===== src/rtl/fmd_pkg.sv =====
package fmd_pkg;
  typedef enum logic {
    SEL_BASE  = 1'b0,
    SEL_PLUS1 = 1'b1
  } mod_sel_e;
endpackage


===== src/rtl/fmd_phase_acc.sv =====
module fmd_phase_acc #(
  parameter int KW = 8
) (
  input  logic          clk_i,
  input  logic          rst_ni,
  input  logic          step_i,
  input  logic [KW-1:0] num_i,
  input  logic [KW-1:0] den_i,
  output fmd_pkg::mod_sel_e sel_o
);
  localparam int SW = KW + 1;

  logic [KW-1:0] acc_q;
  logic [SW-1:0] sum;
  logic          wrap;

  always_comb begin
    sum  = {1'b0, acc_q} + {1'b0, num_i};
    wrap = (sum >= {1'b0, den_i});
  end

  assign sel_o = wrap ? fmd_pkg::SEL_PLUS1 : fmd_pkg::SEL_BASE;

  always_ff @(posedge clk_i) begin
    if (!rst_ni) begin
      acc_q <= '0;
    end else if (step_i) begin
      if (wrap) acc_q <= KW'(sum - {1'b0, den_i});
      else      acc_q <= KW'(sum);
    end
  end
endmodule


===== src/rtl/fmd_period_cnt.sv =====
module fmd_period_cnt #(
  parameter int CW = 11
) (
  input  logic          clk_i,
  input  logic          rst_ni,
  input  logic          load_i,
  input  logic [CW-1:0] len_i,
  output logic          last_o
);
  logic [CW-1:0] cnt_q;

  assign last_o = (cnt_q == CW'(1));

  always_ff @(posedge clk_i) begin
    if (!rst_ni)          cnt_q <= '0;
    else if (load_i)      cnt_q <= len_i;
    else if (cnt_q != '0) cnt_q <= cnt_q - CW'(1);
  end
endmodule


===== src/rtl/frac_mod_dither.sv =====
module frac_mod_dither #(
  parameter int NW = 10,
  parameter int KW = 8
) (
  input  logic          clk_i,
  input  logic          rst_ni,
  input  logic [NW-1:0] int_mod_i,
  input  logic [KW-1:0] frac_num_i,
  input  logic [KW-1:0] frac_den_i,
  output logic          div_pulse_o,
  output logic [NW:0]   mod_sel_o
);
  localparam int MW = NW + 1;

  logic              running_q;
  logic              last;
  logic              boundary;
  fmd_pkg::mod_sel_e sel;
  logic [MW-1:0]     next_mod;
  logic [MW-1:0]     mod_q;

  assign boundary = !running_q || last;

  fmd_phase_acc #(.KW(KW)) u_acc (
    .clk_i  (clk_i),
    .rst_ni (rst_ni),
    .step_i (boundary),
    .num_i  (frac_num_i),
    .den_i  (frac_den_i),
    .sel_o  (sel)
  );

  always_comb begin
    next_mod = {1'b0, int_mod_i};
    if (sel == fmd_pkg::SEL_PLUS1) next_mod = next_mod + MW'(1);
  end

  fmd_period_cnt #(.CW(MW)) u_cnt (
    .clk_i  (clk_i),
    .rst_ni (rst_ni),
    .load_i (boundary),
    .len_i  (next_mod),
    .last_o (last)
  );

  always_ff @(posedge clk_i) begin
    if (!rst_ni) begin
      running_q <= 1'b0;
      mod_q     <= '0;
    end else if (boundary) begin
      running_q <= 1'b1;
      mod_q     <= next_mod;
    end
  end

  assign div_pulse_o = last;
  assign mod_sel_o   = mod_q;
endmodule


===== config.mk =====
export PLATFORM = sky130hd
export DESIGN_NAME = frac_mod_dither
export DESIGN_NICKNAME = d
export VERILOG_FILES = /design/src/rtl/fmd_pkg.sv /design/src/rtl/fmd_phase_acc.sv /design/src/rtl/fmd_period_cnt.sv /design/src/rtl/frac_mod_dither.sv
export SDC_FILE = /design/constraint.sdc
export NUM_CORES = 1
export LEC_CHECK = 0
export ABC_AREA = 1
export BUFFER_PORTS_ARGS = -buffer_cell sky130_fd_sc_hd__buf_2
export CAP_MARGIN = 40
export CORE_UTILIZATION = 50
export CTS_BUF_LIST = sky130_fd_sc_hd__clkbuf_4 sky130_fd_sc_hd__clkbuf_8
export DETAILED_ROUTE_END_ITERATION = 10
export HOLD_SLACK_MARGIN = 0.05
export PLACE_DENSITY = 0.69
export SETUP_SLACK_MARGIN = 0.15
export SLEW_MARGIN = 5
export SYNTH_ARGS = -nofsm -noshare
export SYNTH_HDL_FRONTEND = slang
export SYNTH_SLANG_ARGS = --single-unit

===== constraint.sdc =====
create_clock -name clk_i -period 3.3 [get_ports clk_i]
set_clock_uncertainty 0.05 [all_clocks]
set_input_delay 0.33 -clock clk_i [delete_from_list [all_inputs] [get_ports clk_i]]
set_output_delay 0.33 -clock clk_i [all_outputs]
set_load 0.01 [all_outputs]

==> impl_results.md, run 1 <==
* Result of the run: complete, no violations
* Yosys reg bits at 31
* Largest family of logic cells by synthesized area: simple AND/OR/NAND/NOR gates
* Total power per unit cell area at roughly 1100 nW/um2
* Proportion of netlist area held by the largest area contributor at roughly 24%
* Adder-cell share of the synthesized area at a little over a tenth
* Number of maximum-capacitance constraint violations at 0
* Arrival time of the worst setup path at 3.06 ns
* Total Routing Usage GR at 22.9%
* Fin crit share at roughly 89%
* Syn Std Cell Area at about 2600 um2
* Xor/xnor cell area share of the yosys netlist at 5.09%
* Syn nets at ~440
* Die Wd at approximately 74 um
* Clock net sink count at 31
* Antenna diode instance count at 0
* DRT iter0 DRCs at between 100 and 150
* Net switching power figure at 1550 uW
* P&R area growth vs syn at 13.3%
* Half-perimeter wire length after detailed placement at about 4.7 mm
* Number of max-slew violations in the final report at 0
* Part of the power in the clock network at approximately an eighth
* Final weighted congestion in routability-driven placement at slightly below 1
* Pre-CTS setup slack at between 0.1 and 0.15 ns
* Detailed-route DRC error count at 0
* Post-synthesis instance total at between 300 and 400
* Worst EP required at 3.41 ns
* Hold slack at 0.251 ns
* Share of synthesized area spent on multiplexers at 0%
* Critical path class: flop to flop
* Die ar. at approximately 5500 um2
* Internal Pwr Total at roughly 1500 uW
* Total CTS buffers at 5
* Initial DRT Pass Iterations at 4
* Starting density of the core at approximately 53%
* Flop-to-flop setup slack at around 0.35 ns
* Post-DRT Antenna Nets at 0
* Unique masters post-synth at 33
* # port buffers at 39
* Clk root buf: sky130_fd_sc_hd__clkbuf_8
* Worst reg2reg startpoint: u_acc.acc_q[0]
* Congestion Overflow GR at 0
* Startpoint class of the critical path: flop
* Worst R2R End: mod_sel_o[6]
* Average cell area after synthesis at between 6 and 7 um2
* Slew headroom at between 40% and 50%
* Post-synthesis compound-gate area fraction at a little under an eighth
* Deepest level of the CTS H-tree at 2
* Yosys top cell by area: sky130_fd_sc_hd__dfxtp_1
* Largest cells by area after synthesis: sky130_fd_sc_hd__dfxtp_1 24%, sky130_fd_sc_hd__nand2_1 15%, sky130_fd_sc_hd__ha_1 9.2%
* Hold path endpoint: running_q
* Critical path capture point type: flop
* Yosys warnings at 0
* Cells on Worst Hold Path at 1
* Number of standard cells in the layout, taps in and fillers out at 500
* Simple-gate area share of the yosys netlist at between 30% and 40%
* Hold WC Path Type: input pin to flop
* TritonCTS clock tree: done
* Number of buffers inserted for hold repair after clock tree synthesis at 0
* Logic pwr share at 68.2%
* Boundary Pins at 40
* Largest net degree at the start of global routing at 28
* Power consumption at about 3100 uW
* Worst supply voltage drop on vdd at between 0.5 and 0.6 mV
* Number of cells after detailed placement at just under 500
* Clock-pin slew on the worst setup and hold paths at roughly 0.070 ns
* Number of hold violations in the final report at 0
* Transition time of the tightest slew-check pin at slightly below 0.8 ns
* Final critical-path required period at 2.95 ns
* Antenna violations before repair at 0
* Worst-Skew Late Latency at between 0.2 and 0.3 ns
* Sequential cell area fraction in the yosys report at ~24%
* Max Clk Rate at about 0.34 GHz
* Max Buffers Root-to-Sink at 2
* Switching Fraction at about half
* Post-detailed-route wirelength per cell at roughly 11 um
* Flop pwr share at between 15 and 20%
* Number of cell instances on the worst register-to-register path at 19
* First-pass GRT wire length at about 9.5 mm
* Overall die height at roughly 74 um
* Vias in the first global route at around 2300
* Row count at 25
* # setup viols final at 0
* Largest fanout of any net on the critical path at 21
* Standard cell core area at 4850 um2
* Net count, final at between 400 and 500
* TNS Setup at 0 ns
* Via Count at roughly 2500
* Via density per instance at between 4 and 5
* Hold path startpoint: rst_ni
* RSZ-0062 raised after global routing: no
* P_leak at between 0.0015 and 0.002 uW
* Crit path setup slack, layout at roughly 0.35 ns
* Proportion of layout cells with a drive suffix above 1 at between 15 and 20%
* DRT Wirelength at between 5 and 6 mm
Yosys cell counts:
library cell	count
sky130_fd_sc_hd__nand4_1	7
sky130_fd_sc_hd__nor3_1	3
sky130_fd_sc_hd__fa_1	2
sky130_fd_sc_hd__and3_1	1
sky130_fd_sc_hd__xor2_1	10
sky130_fd_sc_hd__dfxtp_1	31
sky130_fd_sc_hd__buf_12	1
sky130_fd_sc_hd__buf_4	3
sky130_fd_sc_hd__nand3_1	27
sky130_fd_sc_hd__a21oi_2	1
sky130_fd_sc_hd__xnor2_1	5
sky130_fd_sc_hd__nand2_4	3
sky130_fd_sc_hd__o211ai_1	1
sky130_fd_sc_hd__o21ai_1	3
sky130_fd_sc_hd__clkbuf_1	3
sky130_fd_sc_hd__ha_1	19
sky130_fd_sc_hd__nand3b_1	5
sky130_fd_sc_hd__nor3_2	1
sky130_fd_sc_hd__nand2_1	106
sky130_fd_sc_hd__inv_2	5
sky130_fd_sc_hd__nand3_2	3
sky130_fd_sc_hd__a21o_1	2
sky130_fd_sc_hd__nand2_2	17
sky130_fd_sc_hd__o21ai_0	19
sky130_fd_sc_hd__a21oi_1	28
sky130_fd_sc_hd__buf_6	2
sky130_fd_sc_hd__nor2_1	21
sky130_fd_sc_hd__inv_1	57
sky130_fd_sc_hd__o21a_1	1
sky130_fd_sc_hd__a31oi_1	1
sky130_fd_sc_hd__nor2_2	3
sky130_fd_sc_hd__buf_2	2
sky130_fd_sc_hd__nor2_4	2
worst max-delay path by stage:
| stage | startpoint | endpoint | slack, ns | depth (start not counted) |
|---|---|---|---|---|
| finish | u_acc.acc_q[0] | mod_sel_o[6] | 0.35 | 19 |
| floorplan | frac_num_i[0] | mod_sel_o[7] | 0.59 | 20 |
| detailed placement | frac_num_i[0] | u_acc.acc_q[2] | 0.10 | 21 |
| global route | u_acc.acc_q[2] | u_acc.acc_q[0] | 0.14 | 20 |
| global placement | frac_num_i[0] | u_acc.acc_q[0] | 0.18 | 21 |
| CTS | u_acc.acc_q[0] | u_acc.acc_q[6] | 0.23 | 20 |
layout make-up:
class / count / area, um2
sequential: 31 / 621
fill: 507 / 1930
clock buffer: 6 / 82.6
inverter: 62 / 233
clock inverter: 2 / 35.0
multi-input combinational: 291 / 1660
tap: 67 / 83.8
timing repair buffer: 41 / 210
power groups by stage:
stage / Clock, uW / Sequential (uW) / Combinational (uW)
detailed placement: 0 / 601 / 2050
CTS: 390 / 595 / 2060
global route: 407 / 611 / 2390
global placement: 0 / 601 / 2020
floorplan: 0 / 613 / 1720
finish: 384 / 596 / 2100
flip-flops by register name (all words and copies together) (netlist names):
register     flops
u_acc.acc_q      8
mod_sel_o       11
running_q        1
u_cnt.cnt_q     11
what timing repair did:
item                                    in CTS  in global routing
gates resized for setup                      0                  3
endpoints found under the setup margin       0                 25
endpoints found under the hold margin        0                  0
buffers inserted                             0                  0
stage by stage:
step	utilization, %	instance area (um2)
final	60.3	2920
after global routing	60.3	2920
after CTS	59.9	2910
after detailed placement	57.5	2790
after global placement	57.5	2790
after floorplan	-	2580
layer usage:
layer	routed length, um	global-route usage, %
met1	2500	25.5
met2	2790	42.0
met3	213	5.21
met4	133	8.76
met5	0	0
cell families after synthesis:
kind of cell / count (synthesis)
simple gates: 199
xor+xnor: 15
fa+ha+maj: 21
buf+inv: 73
flops: 31
compound gates: 56
cell usage in the layout, fill, tap and decap left out:
master,Yosys,routed
sky130_fd_sc_hd__nand2_2,17,17
sky130_fd_sc_hd__nand2_8,0,2
sky130_fd_sc_hd__inv_2,5,6
sky130_fd_sc_hd__o211ai_1,1,1
sky130_fd_sc_hd__nand3_2,3,3
sky130_fd_sc_hd__bufinv_16,0,1
sky130_fd_sc_hd__nor2_2,3,3
sky130_fd_sc_hd__a21oi_2,1,1
sky130_fd_sc_hd__xor2_1,10,10
sky130_fd_sc_hd__nand3b_1,5,5
sky130_fd_sc_hd__nor3_1,3,3
sky130_fd_sc_hd__inv_1,57,56
sky130_fd_sc_hd__ha_1,19,19
sky130_fd_sc_hd__o21ai_1,3,3
sky130_fd_sc_hd__nand3_1,27,27
sky130_fd_sc_hd__nand2_4,3,1
sky130_fd_sc_hd__nand4_1,7,7
sky130_fd_sc_hd__a31oi_1,1,1
sky130_fd_sc_hd__and3_1,1,1
sky130_fd_sc_hd__buf_4,3,2
sky130_fd_sc_hd__nor2_1,21,21
sky130_fd_sc_hd__fa_1,2,2
sky130_fd_sc_hd__a21oi_1,28,28
sky130_fd_sc_hd__nor3_2,1,1
sky130_fd_sc_hd__nor2_4,2,2
sky130_fd_sc_hd__o21ai_0,19,19
sky130_fd_sc_hd__a21o_1,2,2
sky130_fd_sc_hd__xnor2_1,5,5
sky130_fd_sc_hd__clkbuf_8,0,6
sky130_fd_sc_hd__o21a_1,1,1
sky130_fd_sc_hd__nand2_1,106,106
sky130_fd_sc_hd__buf_2,2,39
sky130_fd_sc_hd__clkinv_2,0,1
sky130_fd_sc_hd__dfxtp_1,31,31
critical path: stages (launching register included):
cell,delay (ns)
sky130_fd_sc_hd__dfxtp_1,0.33
sky130_fd_sc_hd__ha_1,0.22
sky130_fd_sc_hd__fa_1,0.41
sky130_fd_sc_hd__nand3_1,0.10
sky130_fd_sc_hd__nand3_2,0.10
sky130_fd_sc_hd__nand3_1,0.10
sky130_fd_sc_hd__nand2_1,0.05
sky130_fd_sc_hd__nand2_1,0.05
sky130_fd_sc_hd__nand2_1,0.07
sky130_fd_sc_hd__ha_1,0.33
sky130_fd_sc_hd__nand2_2,0.12
sky130_fd_sc_hd__inv_1,0.05
sky130_fd_sc_hd__a21oi_2,0.18
sky130_fd_sc_hd__nand2_4,0.09
sky130_fd_sc_hd__nand2_8,0.11
sky130_fd_sc_hd__nand2_8,0.13
sky130_fd_sc_hd__nand2_2,0.08
sky130_fd_sc_hd__nand2_1,0.05
sky130_fd_sc_hd__nand2_1,0.11
sky130_fd_sc_hd__a21oi_1,0.09
Note: power is estimated with default switching activity, not from simulation.
==> run 2, diff against run 1 <==
CORE_MARGIN = 2   (was not set)
GPL_ROUTABILITY_DRIVEN = 1   (was not set)
==> impl_results.md, run 2 (synthesis results as in run 1) <==
* Post-route cell area at 2980 um2 (+1.9%)
* # port buffers at 39 (unchanged)
* DRT iter0 DRCs at 126 (+17%)
* Final weighted congestion in routability-driven placement at 0.955 (-3.6%)
* # setup viols final at 0 (unchanged)
* Fin crit share at 91.1% (+1.7 points)
* Worst-Skew Late Latency at 0.29 ns (about the same)
* Vias in the first global route at 2237 (-2.4%)
* Via Count at 2540 (+1.6%)
* Crit-path max cell delay at 0.41 ns (about the same)
* Clock-pin slew on the worst setup and hold paths at 0.06 ns (about the same)
* Antenna diode instance count at 0 (unchanged)
* Largest net degree at the start of global routing at 28 (unchanged)
* Cells on Worst Hold Path at 1 (unchanged)
* Flop-to-flop setup slack at 0.29 ns (-0.06 ns)
* Number of filler cells placed in the layout at 523 (+3.2%)
* Clk root buf: sky130_fd_sc_hd__clkbuf_8
* Max Clk Rate at 0.333 GHz (-1.9%)
* Buffer and inverter count on the worst path at 2 (+1)
* Largest delay contributor family on the critical path: simple AND/OR/NAND/NOR gates
* Initial DRT Pass Iterations at 4 (unchanged)
* Slew headroom at 43.5% (-4.0 points)
* Total CTS buffers at 5 (unchanged)
* Clock net sink count at 31 (unchanged)
* Hold path endpoint: running_q
* Post-DRT Antenna Nets at 0 (unchanged)
* Power consumption at 3190 uW (+3.4%)
* Number of cell instances on the worst register-to-register path at 19 (unchanged)
* P&R area growth vs syn at 15.4%
* Critical-path top delay cell: sky130_fd_sc_hd__fa_1
* Transition time of the tightest slew-check pin at 0.846 ns (+0.0595 ns)
* Met2 global-route usage at 37.1% (-4.9 points)
* Number of hold violations in the final report at 0 (unchanged)
* DRT Wirelength at 6.10 mm (+8.0%)
* Startpoint class of the critical path: flop
* Arrival time of the worst setup path at 3.14 ns (+0.08 ns)
* Hold path startpoint: rst_ni
* Via density per instance at 5.03 (+0.63%)
* TritonCTS clock tree: done
* Number of buffers inserted for hold repair after clock tree synthesis at 0 (unchanged)
* Antenna violations before repair at 0 (unchanged)
* Congestion Overflow GR at 0 (unchanged)
* Met3 track demand over resource in global routing at 5.82% (+0.61 points)
* M1 GR Usage at 26.6% (+1.1 points)
* Max Buffers Root-to-Sink at 2 (unchanged)
* Detailed-route DRC error count at 0 (unchanged)
* Row count at 26 (+4.0%)
* Total power per unit cell area at 1070 nW/um2 (+1.5%)
* P_leak at 0.00159 uW (-0.15%)
* Hold WC Path Type: input pin to flop
* RSZ-0062 raised after global routing: yes
* Worst R2R End: u_acc.acc_q[2]
* First-pass GRT wire length at 9.43 mm (-0.65%)
* Series of cell instances along the critical path: ha_1 > fa_1 > nand3_1 > nand3_2 > nand3_1 > nand3_1 > nand2_1 > ha_4 > nand2_2 > nor2_4 > nand2_1 > nand2_2 > nor2_4 > buf_4 > nand2_4 > nand2_1 > nand3_1 > nand2_1 > inv_1
* Boundary Pins at 40 (unchanged)
* Die ar. at 5750 um2 (+5.5%)
* Total Routing Usage GR at 21.8% (-1.2 points)
* Die Wd at 75.8 um (+2.7%)
* Most used cells in the layout excluding fill and tap cells: 105 x sky130_fd_sc_hd__nand2_1, 56 x sky130_fd_sc_hd__inv_1, 39 x sky130_fd_sc_hd__buf_2, 31 x sky130_fd_sc_hd__dfxtp_1
* TNS Setup at 0 ns (unchanged)
* Overall die height at 75.8 um (+2.7%)
* Worst reg2reg startpoint: u_acc.acc_q[0]
* Starting density of the core at 51.2% (-2.0 points)
* Net count, final at 484 (+0.62%)
* Critical path capture point type: flop
* Post-detailed-route wirelength per cell at 12.1 um (+6.9%)
* Deepest level of the CTS H-tree at 2 (unchanged)
* Worst EP required at 3.43 ns (+0.02 ns)
* Area after DPL at 2790 um2 (+0.13%)
* Largest fanout of any net on the critical path at 10 (-52%)
* Proportion of layout cells with a drive suffix above 1 at 21.6% (+2.0 points)
* Half-perimeter wire length after detailed placement at 4.71 mm (-0.27%)
* Number of max-slew violations in the final report at 0 (unchanged)
* Worst supply voltage drop on vdd at 0.620 mV (+18%)
* Most used routing layer in global routing: met2
* Critical path class: flop to flop
* Number of maximum-capacitance constraint violations at 0 (unchanged)
* Crit path setup slack, layout at 0.293 ns (-0.0560 ns)
* Standard cell core area at 5040 um2 (+4.0%)
* Result of the run: complete, no violations
* Pre-CTS setup slack at 0.117 ns (+0.0145 ns)
* Most common library cell in the layout ignoring fill and taps: sky130_fd_sc_hd__nand2_1
* Finished Core Util at 59.1% (-1.2 points)
* Final critical-path required period at 3.01 ns (+0.0560 ns)
run 2: cell types whose count changed in the layout (fill, tap and decap cells not counted), sizes merged:
cell | before | now
buf | 41 | 42
nand2 | 126 | 128
bufinv | 1 | 0
inv | 62 | 61
clkinvlp | 0 | 1
run 2: per-stage QoR:
stage,hold slack [ns],cells
after floorplan,0.370,395
after global placement,0.399,495
after detailed placement,0.404,495
after CTS,0.251,502
after global routing,0.253,505
final,0.252,505
run 2: power by group:
part	switching, uW	total (uW)	internal [uW]
combinational	1440	2290	852
clock	139	302	163
sequential	81.2	594	513
run 2: how the worst max path moves through the flow:
| stage | from | slack [ns] | end | cells after the start |
|---|---|---|---|---|
| 6_report | u_acc.acc_q[0] | 0.29 | u_acc.acc_q[2] | 19 |
| 2_1_floorplan | frac_num_i[0] | 0.59 | mod_sel_o[7] | 20 |
| 3_5_place_dp | frac_num_i[0] | 0.12 | u_acc.acc_q[6] | 21 |
| 3_3_place_gp | frac_num_i[0] | 0.19 | u_acc.acc_q[2] | 21 |
| 5_1_grt | u_acc.acc_q[4] | 0.13 | u_acc.acc_q[3] | 20 |
| 4_1_cts | u_acc.acc_q[0] | 0.24 | u_acc.acc_q[2] | 20 |
run 2: final cells by class:
type / instances / area (um2) / area share (%)
clock inverter: 1 / 5.00 / 0.168
tap: 70 / 87.6 / 2.94
sequential: 31 / 621 / 20.8
timing repair buffer: 42 / 221 / 7.44
inverter: 62 / 236 / 7.94
multi-input combinational: 293 / 1720 / 57.9
clock buffer: 6 / 82.6 / 2.77
run 2: routing by layer:
metal  vias up  share of wire, %  wire (um)
met5         -                 0          0
met2        54                47       2890
li1       1336                 -          -
met4         0               2.6        161
met3        15               4.6        279
met1      1135                45       2770
run 2: repair_timing:
action | in CTS | in global routing
setup endpoints to repair | 0 | 27
setup buffers | 0 | 1
resized for setup | 0 | 11
